--- src/rtl/regx_pkg.sv ---
package regx_pkg;
  localparam int WORD_W = 32;
  localparam int SEL_W  = 4;
  localparam int ADR_W  = 16;
  localparam int LENF_W = 7;

  typedef enum logic {ST_IDLE, ST_RUN} seq_e;
endpackage

--- src/rtl/regx_hdr_build.sv ---
module regx_hdr_build
  import regx_pkg::*;
#(
  parameter int CNT_W = 8
) (
  input  logic              is_write,
  input  logic [SEL_W-1:0]  sel,
  input  logic [ADR_W-1:0]  addr,
  input  logic [CNT_W-1:0]  count,
  output logic [WORD_W-1:0] hdr
);
  logic [CNT_W-1:0]  cnt_m1;
  logic [LENF_W-1:0] len_f;
  logic [WORD_W-1:1] body;

  always_comb begin
    cnt_m1 = count - CNT_W'(1);
    len_f  = LENF_W'(cnt_m1);
    body   = {1'b0, 1'b0, is_write, 1'b0, sel, addr, len_f};
    hdr    = {body, ~^body};
  end
endmodule

--- src/rtl/regx_echo_chk.sv ---
module regx_echo_chk
  import regx_pkg::*;
(
  input  logic              step,
  input  logic              at_zero,
  input  logic              at_one,
  input  logic              is_write,
  input  logic [WORD_W-1:0] expect_w,
  input  logic [WORD_W-1:0] got_w,
  output logic              miss
);
  logic cmp_en;

  always_comb begin
    cmp_en = step && !at_zero && (is_write || at_one);
    miss   = cmp_en && (got_w != expect_w);
  end
endmodule

--- src/rtl/regx_cmd_framer.sv ---
module regx_cmd_framer
  import regx_pkg::*;
#(
  parameter int MAX_REGS = 128,
  parameter int CNT_W    = $clog2(MAX_REGS) + 1,
  parameter int LEN_W    = (MAX_REGS > 1) ? $clog2(MAX_REGS) : 1
) (
  input  logic              clk,
  input  logic              rst,
  input  logic              req_valid,
  input  logic              req_write,
  input  logic [3:0]        req_sel,
  input  logic [15:0]       req_addr,
  input  logic [CNT_W-1:0]  req_count,
  output logic              busy,
  output logic              done,
  output logic              fail,
  output logic              link_valid,
  input  logic              link_ready,
  output logic [31:0]       link_tx,
  input  logic [31:0]       link_rx,
  output logic [LEN_W-1:0]  wr_idx,
  input  logic [31:0]       wr_word,
  output logic              rd_valid,
  output logic [LEN_W-1:0]  rd_idx,
  output logic [31:0]       rd_data
);
  localparam int SLOT_W = $clog2(MAX_REGS + 2);

  seq_e              st_q;
  logic [SLOT_W-1:0] slot_q;
  logic [SLOT_W-1:0] cnt_q;
  logic [WORD_W-1:0] hdr_q;
  logic [WORD_W-1:0] prev_q;
  logic              wr_q;
  logic              err_q;
  logic              done_q;
  logic              fail_q;
  logic              rdv_q;
  logic [LEN_W-1:0]  rdi_q;
  logic [WORD_W-1:0] rdd_q;

  logic [WORD_W-1:0] hdr_w;
  logic              count_ok;
  logic              step;
  logic              last;
  logic              miss;
  logic [WORD_W-1:0] tx_w;

  regx_hdr_build #(.CNT_W(CNT_W)) u_hdr (
    .is_write (req_write),
    .sel      (req_sel),
    .addr     (req_addr),
    .count    (req_count),
    .hdr      (hdr_w)
  );

  regx_echo_chk u_chk (
    .step     (step),
    .at_zero  (slot_q == '0),
    .at_one   (slot_q == SLOT_W'(1)),
    .is_write (wr_q),
    .expect_w (prev_q),
    .got_w    (link_rx),
    .miss     (miss)
  );

  always_comb begin
    count_ok = (req_count != '0) && (int'(req_count) <= MAX_REGS);
    step     = (st_q == ST_RUN) && link_ready;
    last     = (slot_q == cnt_q + SLOT_W'(1));
    if (slot_q == '0)                       tx_w = hdr_q;
    else if (wr_q && (slot_q <= cnt_q))     tx_w = wr_word;
    else                                    tx_w = '0;
  end

  always_ff @(posedge clk) begin
    if (rst) begin
      st_q   <= ST_IDLE;
      slot_q <= '0;
      cnt_q  <= '0;
      hdr_q  <= '0;
      prev_q <= '0;
      wr_q   <= 1'b0;
      err_q  <= 1'b0;
      done_q <= 1'b0;
      fail_q <= 1'b0;
      rdv_q  <= 1'b0;
      rdi_q  <= '0;
      rdd_q  <= '0;
    end else begin
      done_q <= 1'b0;
      fail_q <= 1'b0;
      rdv_q  <= 1'b0;
      case (st_q)
        ST_IDLE: begin
          if (req_valid) begin
            if (count_ok) begin
              hdr_q  <= hdr_w;
              wr_q   <= req_write;
              cnt_q  <= SLOT_W'(req_count);
              slot_q <= '0;
              err_q  <= 1'b0;
              st_q   <= ST_RUN;
            end else begin
              done_q <= 1'b1;
              fail_q <= 1'b1;
            end
          end
        end
        ST_RUN: begin
          if (step) begin
            prev_q <= tx_w;
            slot_q <= slot_q + SLOT_W'(1);
            if (miss) err_q <= 1'b1;
            if (!wr_q && (slot_q >= SLOT_W'(2)) && !err_q) begin
              rdv_q <= 1'b1;
              rdi_q <= LEN_W'(slot_q - SLOT_W'(2));
              rdd_q <= link_rx;
            end
            if (last) begin
              st_q   <= ST_IDLE;
              done_q <= 1'b1;
              fail_q <= err_q | miss;
            end
          end
        end
        default: st_q <= ST_IDLE;
      endcase
    end
  end

  assign busy       = (st_q == ST_RUN);
  assign done       = done_q;
  assign fail       = fail_q;
  assign link_valid = (st_q == ST_RUN);
  assign link_tx    = tx_w;
  assign wr_idx     = LEN_W'(slot_q - SLOT_W'(1));
  assign rd_valid   = rdv_q;
  assign rd_idx     = rdi_q;
  assign rd_data    = rdd_q;

  // header slot carries odd parity and the control marker
  assert_hdr_parity_R2: assert property (@(posedge clk) disable iff (rst)
    (link_valid && slot_q == '0) |-> ((^link_tx) == 1'b1 && !link_tx[31]));

  // bad count gives done with fail and no transaction
  assert_reject_R7: assert property (@(posedge clk) disable iff (rst)
    (req_valid && !busy && !count_ok) |=> (done && fail && !busy));

  // stalled slot keeps its word
  assert_hold_R9: assert property (@(posedge clk) disable iff (rst)
    (link_valid && !link_ready) |=> (link_valid && $stable(link_tx)));

  // done is a lone pulse outside busy
  assert_done_pulse_R8: assert property (@(posedge clk) disable iff (rst)
    done |=> !done);
  assert_done_idle_R8: assert property (@(posedge clk) disable iff (rst)
    done |-> !busy);

  // read words never appear for a write transaction
  assert_rd_read_only_R6: assert property (@(posedge clk) disable iff (rst)
    rd_valid |-> !wr_q);
endmodule

--- config.mk ---
export PLATFORM = sky130hd
export DESIGN_NAME = regx_cmd_framer
export DESIGN_NICKNAME = d
export VERILOG_FILES = /design/src/rtl/regx_pkg.sv /design/src/rtl/regx_hdr_build.sv /design/src/rtl/regx_echo_chk.sv /design/src/rtl/regx_cmd_framer.sv
export SDC_FILE = /design/constraint.sdc
export NUM_CORES = 1
export LEC_CHECK = 0
export BUFFER_PORTS_ARGS = -buffer_cell sky130_fd_sc_hd__buf_4
export CAP_MARGIN = 10
export CORE_ASPECT_RATIO = 0.5
export CORE_MARGIN = 2
export CORE_UTILIZATION = 47
export DETAILED_ROUTE_END_ITERATION = 7
export GPL_ROUTABILITY_DRIVEN = 0
export PLACE_DENSITY = 0.74
export REMOVE_ABC_BUFFERS = 1
export SLEW_MARGIN = 40
export SYNTH_ARGS = -nofsm -noshare
export SYNTH_HDL_FRONTEND = slang
export SYNTH_SLANG_ARGS = --single-unit
export TNS_END_PERCENT = 20
--- constraint.sdc ---
create_clock -name clk -period 2.3 [get_ports clk]
set_clock_uncertainty 0.15 [all_clocks]
set_input_delay 0.115 -clock clk [delete_from_list [all_inputs] [get_ports clk]]
set_output_delay 0.115 -clock clk [all_outputs]
set_load 0.05 [all_outputs]
## Yosys cells after proc, flatten, opt, wreduce, memory -nomap -nowiden

Index checks and enable logic that the tools add are counted.

| word-level totals | value |
|---|---|
| register bits | 122 |
| output and inout port bits | 83 |
| word-level logic and storage cells | 76 |
| bits of input ports | 97 |

| operators by class | value |
|---|---|
| add/subtract/negate cells | 5 |
| reductions and logical operators | 21 |
| multiplexer cells | 25 |
| bitwise operators | 3 |
| eq/ne operators | 7 |
| magnitude comparators | 3 |

Operator list:

| kind | number |
|---|---|
| $mux 32 | 2 |
| $ne 32x32->1 | 1 |
| $reduce_xnor 31->1 | 1 |
| $mux 8 | 3 |
| $add 8x1->8 const B | 2 |
| $pmux 8 s2 | 1 |
| $mux 1 | 15 |
| $sub 7x1->7 const B | 2 |
| $reduce_and 3->1 | 3 |
| $eq 8x1->1 const B | 1 |
| $eq 8x8->1 | 1 |
| $ge 8x2->1 const B | 1 |
| $le 8x8->1 | 1 |
| $le 8x8->1 const B | 1 |
| $logic_and 1x1->1 | 8 |
| $logic_not 8->1 | 1 |
| $pmux 1 s2 | 4 |
| $reduce_bool 8->1 | 1 |
| $sub 7x2->7 const B | 1 |
| $ne 2x1->1 const B | 2 |
| $ne 2x2->1 const B | 2 |
| $reduce_and 4->1 | 1 |
| $logic_not 1->1 | 3 |
| $reduce_or 3->1 | 1 |
| 4 further kinds | 5 |

## Depth between registers and ports, before layout

Gate-level depths: netlist of run 1.

| depth | value |
|---|---|
| word-level depth | 9 |
| depth in mapped cells | 9 |
| gate-level depth less buffers | 8 |

## By module

A second synthesis of run 1 with hierarchy kept.

| second synthesis, totals | value |
|---|---|
| cells, all modules | 849 |
| area, all modules | 7128.1 sq um |

By module, submodules not included:

| module | area an instance (sq um) | cells an instance | sequential area each (sq um) | times used |
|---|---|---|---|---|
| regx_cmd_framer | 6194.7 | 740 | 2502.4 | 1 |
| regx_hdr_build | 574.3 | 64 | 0.0 | 1 |
| regx_echo_chk | 359.1 | 45 | 0.0 | 1 |

## Worst setup path before layout of run 1

OpenSTA, ideal clock, no wires.

| path | value |
|---|---|
| path kind | register to register |
| start point | register slot_q[0] |
| end point | register prev_q[14] |
| setup slack | -0.652 ns |
| buffers on the path | 1 |
| arrival | 2.743 ns |
| period minus slack after synthesis | 2.952 ns |
| data required time | 2.091 ns |
| setup time | 0.059 ns |
| stages on the path, launching flop included | 10 |
| cells stage by stage | dfxtp_1 inv_1 ha_1 inv_1 a221o_1 a221o_1 a21oi_4 buf_6 a22o_1 o21a_1 |

| between the ends | value |
|---|---|
| longest elaborated chain between the ends | 4 |
| elaborated cells on any way between the ends | 5 |
| classes of those cells | order compare (1); mux (2); reduce/logical (2) |

Ends and longest elaborated chain:

| element | RTL line | source |
|---|---|---|
| start, declared | regx_cmd_framer.sv:31 | `logic [SLOT_W-1:0] slot_q;` |
| start signal, assigned | regx_cmd_framer.sv:114 | `slot_q <= slot_q + SLOT_W'(1);` |
| $le 8x8->1 | regx_cmd_framer.sv:73 | `else if (wr_q && (slot_q <= cnt_q)) tx_w = wr_word;` |
| $logic_and 1x1->1 | regx_cmd_framer.sv:73 |  |
| $mux 32 | regx_cmd_framer.sv:73 |  |
| $mux 32 (*) | regx_cmd_framer.sv:72 | `if (slot_q == '0) tx_w = hdr_q;` |
| via link_tx[14] | regx_cmd_framer.sv:20 | `output logic [31:0] link_tx,` |
| end signal, assigned | regx_cmd_framer.sv:113 | `prev_q <= tx_w;` |
| end, declared | regx_cmd_framer.sv:34 | `logic [WORD_W-1:0] prev_q;` |

The timed path passes the listed nets; every way through them passes the cells marked *.
A chain may end at the register's enable or synchronous reset.

## Worst setup path in the final report of run 1

| path | value |
|---|---|
| start point | register cnt_q[2] |
| end point | output port link_tx[15] |

| between the ends | value |
|---|---|
| longest elaborated chain between the ends | 4 |

Ends and longest elaborated chain:

| element | RTL line | source |
|---|---|---|
| start, declared | regx_cmd_framer.sv:32 | `logic [SLOT_W-1:0] cnt_q;` |
| start signal, assigned | regx_cmd_framer.sv:101 | `cnt_q <= SLOT_W'(req_count);` |
| $le 8x8->1 | regx_cmd_framer.sv:73 |  |
| $logic_and 1x1->1 | regx_cmd_framer.sv:73 |  |
| $mux 32 | regx_cmd_framer.sv:73 |  |
| $mux 32 | regx_cmd_framer.sv:72 |  |
| end, declared | regx_cmd_framer.sv:20 |  |

Every way passes these cells.

==> results of run 1 <==
[stage by stage]
step                      setup TNS (ns)  power (W)  instance area [um2]  util, %  instances
final                             -29.86    0.00621                10100     79.3       1237
after global routing              -31.60    0.00637                10100     79.3       1237
after CTS                         -25.41    0.00608                 9790     77.1       1225
after detailed placement          -12.25    0.00326                 7960     62.7       1093
after global placement             -9.96    0.00325                 7960     62.7       1093
after floorplan                  -161.96    0.00285                 5910        -        690
[worst min-delay path by stage]
| stage | endpoint | slack, ns | depth (start not counted) |
|---|---|---|---|
| CTS | hdr_q[4] | 0.001 | 3 |
| finish | fail | 0.02 | 4 |
| global placement | hdr_q[8] | 0.23 | 3 |
| detailed placement | rd_data[14] | 0.24 | 3 |
| global route | prev_q[16] | 0.06 | 4 |
| floorplan | cnt_q[0] | 0.03 | 1 |
[area by class of cell]
cell class | instances | area (um2) | share of cell area [%]
clock buffer | 19 | 443 | 4.40
tap | 170 | 213 | 2.11
sequential | 121 | 2430 | 24.1
multi-input combinational | 553 | 3610 | 35.9
inverter | 16 | 60.1 | 0.596
clock inverter | 13 | 144 | 1.43
timing repair buffer | 345 | 3170 | 31.5
[cells by family (layout without fill, tap and decap cells)]
logic type,count (synthesis),count (layout)
AND/OR/NAND/NOR,282,282
AO/OA/AOI/OAI,168,168
flip-flops,121,121
XOR/XNOR,84,84
buffers and inverters,66,393
adder cells (fa/ha/maj),19,19
[routing by layer]
| metal | vias up | wire, um | track usage (%) |
|---|---|---|---|
| li1 | 3122 | - | - |
| met1 | 3274 | 9420 | 36.3 |
| met2 | 411 | 11900 | 54.4 |
| met3 | 105 | 1880 | 5.60 |
| met4 | 0 | 1100 | 15.6 |
| met5 | - | 0 | 0 |
[cell usage in the layout (no fill, tap or decap), types with 4 or more instances in the layout]
master	synthesis	layout
nor2_1	84	84
buf_8	0	16
o21a_1	29	29
buf_12	0	8
a22o_1	18	10
inv_6	0	4
dlygate4sd3_1	0	91
or3_1	4	4
a22o_4	8	18
nand2_1	142	142
clkbuf_16	0	18
dfxtp_1	121	115
inv_1	16	13
a211oi_1	13	13
dfxtp_2	0	6
xnor2_1	69	69
buf_6	3	25
xor2_1	13	12
ha_1	19	16
buf_4	2	203
nand4_1	9	9
a21oi_1	76	76
nand3_1	11	11
nor3_1	8	6
o21ai_0	6	6
[tightest hold or removal path, delay by kind of cell]
family | cells | cell delay, ns
buffers and inverters | 1 | 0.11
AO/OA/AOI/OAI | 2 | 0.17
AND/OR/NAND/NOR | 1 | 0.13
[where the power goes]
group | switching (W) | internal (W)
Clock | 0.00105 | 0.00164
Sequential | 0.0000559 | 0.00216
Combinational | 0.000663 | 0.000647
[flip-flops by register name (all words and copies together), names as in the netlist]
signal    cells
slot_q        8
rd_valid      1
err_q         1
busy          1
rd_idx        7
prev_q       32
fail          1
cnt_q         8
done          1
rd_data      32
hdr_q        28
wr_q          1
[timing repair]
item                                    CTS  global route
cloned                                    2             1
hold endpoints to repair                 95             0
hold buffers                             91             0
buffers inserted                          7            11
pin swaps                                28            24
endpoints found under the setup margin   67           107
resized for setup                        54            40
==> summary.txt, run 1 <==
Global route
  • Largest net degree at the start of global routing: 44
  • Grt total ovfl: 0
  • Vias in the first global route: 6,725
  • Global-route wire length before repair: 34,100 um
  • Total track usage: 30.7%
  • Initial antenna violation count: 0

Timing
  • Pin slew with the least headroom to its limit: 0.611 ns
  • Final Max Slew Viols: 0
  • Final Critical Period: 3.07 ns
  • Fin worst setup slack: -0.772 ns
  • Final Cycle Share: 134%
  • RSZ-0062 raised after global routing: yes
  • Endpoints failing setup: 66
  • Fmax: 326 MHz
  • Hold_ws: 0.0164 ns
  • Final hold violation count: 0
  • Normalized max-slew margin: 58.2%

Routing
  • Total routed wirelength: 24,300 um
  • Remaining DRCs: 0
  • DRT Pass-1 Iters: 8
  • Wirelength per Cell: 19.7 um
  • Vias: 6,912
  • Vias per cell: 5.59
  • Final antenna-violating net count: 0
  • DRT iter0 DRCs: 639

Clock tree
  • Clock Latency Late Sink: 0.42 ns
  • Clock Sinks: 121
  • CTS tree: yes
  • Clock root cell: clkbuf_16
  • H-tree Lvls: 4
  • Clk buf depth: 2
  • Clock transition at the registers of the reported paths: 0.06 ns
  • Num CTS Buffers: 17

Logic synthesis
  • Distinct cells, synth: 52
  • Adder-Cell Fraction of Synth Area: 3.87%
  • Area contributors post-synth: dfxtp_1 (39%), xnor2_1 (9.8%), nand2_1 (8.7%)
  • Count leader, synth: nand2_1
  • Synth top area share: 39.4%
  • Synth warnings: 0
  • Post-synthesis mux area share: 0%
  • Post-synthesis compound-gate area fraction: 19.4%
  • Avg Inst Size Synth: 8.30 um2
  • Post-Synth Simple-Gate Area: 20.0%
  • Register area share after synthesis: 39.4%
  • Xor and xnor fraction of the mapped netlist area: 12.4%
  • Area leader, netlist: dfxtp_1
  • Cells after Synth: 740
  • Ys flop type: dfxtp_1
  • Largest family of logic cells by synthesized area: simple AND/OR/NAND/NOR gates
  • Post-synth EDFFs: 0
  • Post-synthesis register bit count: 121
  • Synth cell count leaders: nand2_1 (142), dfxtp_1 (121), nor2_1 (84)
  • FFs w/ async S/R, synth: 0%
  • Synthesized area: 0.00614 mm2

Worst setup path
  • CP Launch Type: flop
  • CP Data Required Time: 2.04 ns
  • R2R depth: 12
  • Buf+Inv Stages, Crit Path: 4
  • Max stage delay on crit path: 0.42 ns
  • CP endpoint kind: output pin
  • Launch point of the worst path: cnt_q[2]
  • Kind of critical path: flop to output pin
  • CP Max Fanout: 8
  • Crit-path cells: inv_2 -> ha_4 -> a21o_1 -> a221o_1 -> a221o_1 -> a21oi_4 -> buf_12 -> buf_12 -> a22o_1 -> buf_6
  • Worst path depth: 10
  • Worst setup path endpoint: link_tx[15]
  • Reg-to-reg critical path startpoint: cnt_q[2]
  • Critical R2R Capture: prev_q[15]
  • Flop-to-flop setup slack: -0.42 ns
  • Crit path DAT: 2.81 ns
  • Max stage delay cell, worst path: a221o_1
  • Top delay family on crit path: compound AO/OA/AOI/OAI gates

Floorplan
  • Die Height: 84.8 um
  • Initial Util: 48.4%
  • Core area: 0.0127 mm2
  • Die W: 166 um
  • I/O pins: 180
  • Die area: 0.0141 mm2
  • FP Rows: 29

Finish
  • Ratio of cells with drive above 1 in the final layout: 31.3%
  • Fillers: 749
  • N_diodes: 0
  • Syn-to-layout area delta: 63.9%
  • Nets: 1,170

Hold path
  • Hold crit path type: primary input to flop
  • HP Start: req_valid

Placed design
  • DP HPWL: 13,800 um
  • IO Port Bufs: 179
  • Post-place setup slack: -0.283 ns

Power and ir drop
  • Power Density: 617 mW/mm2
  • Leakage: 4.21 nW
  • Worst vdd ir: 0.504 mV

Run status
  • Status: finished, violations left
  • Failing checks: setup timing

Run
  • MaxCap Viol Count: 0
Power figures use the tool's default switching activity.
==> run 2, diff against run 1 <==
- ABC_CLOCK_PERIOD_IN_PS: default -> 2300
- REMOVE_ABC_BUFFERS: 1 -> default
==> run 2 against run 1 <==
Net effect:
- the flow finishes with violations (DRC, setup timing)
- register-to-register slack about the same
- global-route usage rose by 3.3 points
- critical path depth shrank 2
- via count increased by 3.4%
- total power grew 4.9%
- die area stayed put
- final cell count rose by 0.32%
==> summary.txt, run 2 (synthesized netlist as in run 1, its figures left out) <==
Run status
  • Status: finished, violations left
  • Failing checks: DRC, setup timing

Power and ir drop
  • Sequential power share: 34.0%
  • Clock power share: 45.1%
  • Worst vdd ir: 0.461 mV
  • Switching power: 0.00183 W
  • Leakage: 4.30 nW
  • Internal power: 0.00469 W
  • Switching share of power: 28.1%
  • Comb power frac: 20.9%
  • Power Density: 634 mW/mm2

Timing
  • Pin slew with the least headroom to its limit: 0.676 ns
  • Final hold violation count: 0
  • Fin worst setup slack: -0.678 ns
  • Final Critical Period: 2.98 ns
  • Normalized max-slew margin: 54.8%
  • Endpoints failing setup: 66
  • Fmax: 336 MHz
  • Setup TNS: -26.96 ns
  • RSZ-0062 raised after global routing: yes
  • Final Max Slew Viols: 0
  • Final Cycle Share: 129%

Worst setup path
  • Crit path DAT: 2.71 ns
  • CP Launch Type: flop
  • CP Data Required Time: 2.04 ns
  • CP Max Fanout: 2
  • Kind of critical path: flop to output pin
  • CP endpoint kind: output pin
  • R2R depth: 9

Floorplan
  • Initial Util: 48.4%
  • Die Height: 84.8 um
  • Die W: 166 um
  • Die area: 0.0141 mm2
  • FP Rows: 29
  • I/O pins: 180
  • Core area: 0.0127 mm2

Global route
  • Initial antenna violation count: 2
  • Largest net degree at the start of global routing: 59
  • Global-route wire length before repair: 37,600 um
  • Vias in the first global route: 7,162
  • Total track usage: 34.0%
  • Grt total ovfl: 0

Finish
  • Most common cell after layout, fill and taps aside: buf_4
  • Nets: 1,171
  • Ratio of cells with drive above 1 in the final layout: 32.8%
  • Fillers: 715
  • Commonest non-fill, non-tap cells in the layout: buf_4 (190), nand2_1 (142), dfxtp_1 (115)
  • Total area of sequential cells: 0.00243 mm2
  • Footprint of the multi-input gates: 0.00374 mm2
  • Syn-to-layout area delta: 67.4%

Hold path
  • Hold depth: 4
  • Hold crit path type: primary input to flop

Clock tree
  • Clock transition at the registers of the reported paths: 0.06 ns
  • Clk buf depth: 2
  • Clock root cell: clkbuf_16
  • H-tree Lvls: 4
  • Num CTS Buffers: 17
  • Clock Sinks: 121
  • Clock Latency Late Sink: 0.42 ns
  • CTS tree: yes

Routing
  • DRT Pass-1 Iters: 8
  • DRT met1 WL: 9090 um
  • Wirelength per Cell: 20.0 um
  • Remaining DRCs: 9
  • Total routed wirelength: 24,800 um
  • Vias: 7,148
  • DRT iter0 DRCs: 755
  • Uppermost layer routed: met4
  • DR WL met2: 12,200 um
  • Vias per cell: 5.76
  • Routed wire length on met3: 2080 um
  • Final antenna-violating net count: 0

Placed design
  • DP HPWL: 14,000 um
  • IO Port Bufs: 179
  • Post-place setup slack: -0.267 ns

Run
  • MaxCap Viol Count: 0

Logic synthesis
  • Syn Nets: 856
## run 2: cell count changes in the layout (fill, tap and decap cells not counted), sizes merged
cell,change
diode,+3
clkbuf,-2
clkinv,-3
dlygate4sd3,+2
bufinv,+2
inv,+2
## run 2: critical path, stage by stage (launching register included)
cell      delay (ns)
dfxtp_2         0.33
inv_2           0.05
ha_4            0.21
and3_4          0.18
a221o_1         0.29
a221o_1         0.39
a21boi_0        0.41
o21a_1          0.21
buf_4           0.21
## run 2: cell type report
type	instances	share of cell area, %
multi-input combinational	553	36.4
timing repair buffer	346	31.0
sequential	121	23.7
clock buffer	18	4.17
tap	170	2.07
clock inverter	14	2.02
inverter	16	0.621
antenna	3	0.0730
## run 2: path summary, 6_finish.rpt
path	to	from	slack [ns]
hold reg to reg	rd_data[25]	rd_data[25]	0.30
setup reg to reg	prev_q[29]	cnt_q[2]	-0.43
hold / removal	prev_q[7]	wr_word[7]	0.04
setup / recovery	link_tx[29]	cnt_q[2]	-0.68
## run 2: routing by layer
metal,track usage [%],vias up
li1,-,3140
met1,38.6,3412
met2,61.0,451
met3,8.26,145
met4,16.8,0
met5,0,-
## run 2: power groups by stage
stage / Clock [W] / Sequential, W / Combinational, W
2_1_floorplan: 0 / 0.00226 / 0.000652
3_3_place_gp: 0 / 0.00226 / 0.00106
3_5_place_dp: 0 / 0.00226 / 0.00108
4_1_cts: 0.00292 / 0.00221 / 0.00127
5_1_grt: 0.00304 / 0.00222 / 0.00142
6_report: 0.00294 / 0.00222 / 0.00136
## run 2: metrics by stage
stage / power [W] / hold slack (ns) / area [um2] / cells / util (%)
6_report: 0.00652 / 0.0375 / 10300 / 1241 / 81.0
5_1_grt: 0.00668 / 0.0166 / 10300 / 1240 / 80.9
4_1_cts: 0.00640 / 0.0313 / 10100 / 1229 / 79.2
3_5_place_dp: 0.00333 / 0.237 / 8180 / 1097 / 64.4
3_3_place_gp: 0.00331 / 0.233 / 8180 / 1097 / 64.4
2_1_floorplan: 0.00291 / 0.0934 / 6330 / 740 / -
## run 2: what timing repair did
item                       in CTS  in global routing
buffers inserted                6                 10
hold buffers                   93                  0
setup endpoints to repair      65                105
gates resized for setup        61                 44
pin swaps                      22                 15
hold endpoints to repair      100                  0
cloned                          1                  0
==> run 3, diff against run 2 <==
- MAX_ROUTING_LAYER: default -> met4
==> run 3 against run 2 <==
Net effect:
- the flow finishes with violations (setup timing)
- register-to-register slack better by 0.03 ns
- worst setup slack better by 0.016 ns
- maximum frequency up 0.53%
- total power about the same
- non-clock buffer count unchanged
- clock power about the same
- first-iteration DRC count up 7.5%
- via count down 0.56%
- largest cell class unchanged
- largest power group unchanged
==> summary.txt, run 3 (synthesized netlist as in run 1, its figures left out) <==
Run status
  • Status: finished, violations left
  • Failing checks: setup timing

Timing
  • Final Critical Period: 2.96 ns
  • Final hold violation count: 0
  • Endpoints failing setup: 66
  • Pin slew with the least headroom to its limit: 0.821 ns
  • Final Max Slew Viols: 0
  • Setup TNS: -27.26 ns
  • RSZ-0062 raised after global routing: yes
  • Normalized max-slew margin: 45.1%
  • Final Cycle Share: 129%
  • Hold_ws: 0.0383 ns
  • Fin worst setup slack: -0.662 ns
  • Fmax: 338 MHz

Worst setup path
  • Flop-to-flop setup slack: -0.40 ns
  • Max stage delay cell, worst path: a221o_1
  • Crit-path cells: inv_2 -> ha_4 -> and3_4 -> a221o_1 -> a221o_1 -> a21oi_4 -> buf_8 -> a22o_4 -> buf_6
  • Kind of critical path: flop to output pin
  • CP Max Fanout: 11
  • Max stage delay on crit path: 0.39 ns
  • Worst path depth: 9
  • Crit path DAT: 2.70 ns
  • Buf+Inv Stages, Crit Path: 3
  • CP Data Required Time: 2.04 ns
  • R2R depth: 9
  • CP Launch Type: flop
  • CP endpoint kind: output pin
  • CP dominant cell by count: a221o_1
  • Top delay family on crit path: compound AO/OA/AOI/OAI gates

Routing
  • Remaining DRCs: 0
  • DRT iter0 DRCs: 812
  • Vias per cell: 5.73
  • Routed wire length on met3: 2060 um
  • Final antenna-violating net count: 0
  • Total routed wirelength: 24,800 um
  • DRT met1 WL: 9140 um
  • Vias: 7,108
  • DRT Pass-1 Iters: 6
  • DR WL met2: 12,300 um
  • Uppermost layer routed: met4
  • Wirelength per Cell: 20.0 um

Global route
  • Total track usage: 35.0%
  • Vias in the first global route: 7,209
  • Global-route wire length before repair: 37,600 um
  • Initial antenna violation count: 2
  • Largest net degree at the start of global routing: 59
  • Grt total ovfl: 0

Hold path
  • Hold depth: 4
  • Hold crit path type: primary input to flop

Floorplan
  • Initial Util: 48.4%
  • Core area: 0.0127 mm2
  • I/O pins: 180
  • Die W: 166 um
  • Die area: 0.0141 mm2
  • Die Height: 84.8 um
  • FP Rows: 29

Power and ir drop
  • Leakage: 4.30 nW
  • Power Density: 635 mW/mm2
  • Worst vdd ir: 0.459 mV

Placed design
  • IO Port Bufs: 179
  • Post-Place Cells: 1,097
  • DP HPWL: 14,000 um

Finish
  • Layout Cells excl Fill: 1,240
  • Fillers: 716
  • Most common cell after layout, fill and taps aside: buf_4
  • Commonest non-fill, non-tap cells in the layout: buf_4 (190), nand2_1 (142), dfxtp_1 (115)
  • Nets: 1,171
  • Ratio of cells with drive above 1 in the final layout: 32.8%
  • Post-layout util: 80.9%
  • Syn-to-layout area delta: 67.3%

Logic synthesis
  • Syn Nets: 856

Clock tree
  • Clock Sinks: 121
  • CTS tree: yes
  • Clock transition at the registers of the reported paths: 0.06 ns
  • Clock Latency Late Sink: 0.43 ns
  • H-tree Lvls: 4
  • Clk buf depth: 2
  • Num CTS Buffers: 17
  • Clock root cell: clkbuf_16

Run
  • MaxCap Viol Count: 0
[run 3: cell count changes in the layout (fill, tap and decap cells not counted)]
cell	before	now
diode_2	3	2
[run 3: final cells by class]
type                       instances  area (um2)  area share [%]
sequential                       121        2430            23.7
multi-input combinational        553        3740            36.4
timing repair buffer             346        3190            31.0
clock inverter                    14         208            2.02
clock buffer                      18         429            4.18
inverter                          16        63.8           0.621
tap                              170         213            2.07
antenna                            2        5.00          0.0487
[run 3: metrics by stage]
stage | worst slack [ns] | power [W] | area [um2]
floorplan | -0.145 | 0.00291 | 6330
global placement | -0.230 | 0.00331 | 8180
detailed placement | -0.267 | 0.00333 | 8180
CTS | -0.645 | 0.00640 | 10100
global route | -0.689 | 0.00668 | 10300
finish | -0.662 | 0.00652 | 10300
[run 3: routing by layer]
layer | vias up | track usage [%]
met5 | - | -
met1 | 3345 | 38.2
met2 | 471 | 61.3
met3 | 159 | 8.26
met4 | 0 | 17.0
li1 | 3133 | -
[run 3: power by group]
part           switching (W)  internal (W)
Combinational       0.000680      0.000683
Clock                0.00110       0.00184
Sequential         0.0000558       0.00216
[run 3: worst reg2reg max path, delay by kind of cell (launching register included)]
kind,cells,cell delay [ns]
simple gates,1,0.18
flops,1,0.32
fa+ha+maj,1,0.20
buf+inv,2,0.26
compound gates,5,1.47
[run 3: repair_timing]
action                     CTS  global route
gates cloned                 1             0
hold buffers                93             0
hold endpoints to repair   100             0
setup buffers                6            10
pin swaps                   22            16
setup endpoints to repair   65           105
resized for setup           61            44
[run 3: worst paths after layout]
kind,to,from
worst max-delay path,link_tx[12],cnt_q[2]
worst min register to register,rd_data[25],rd_data[25]
worst max register to register,prev_q[29],cnt_q[2]
worst min-delay path,prev_q[7],wr_word[7]
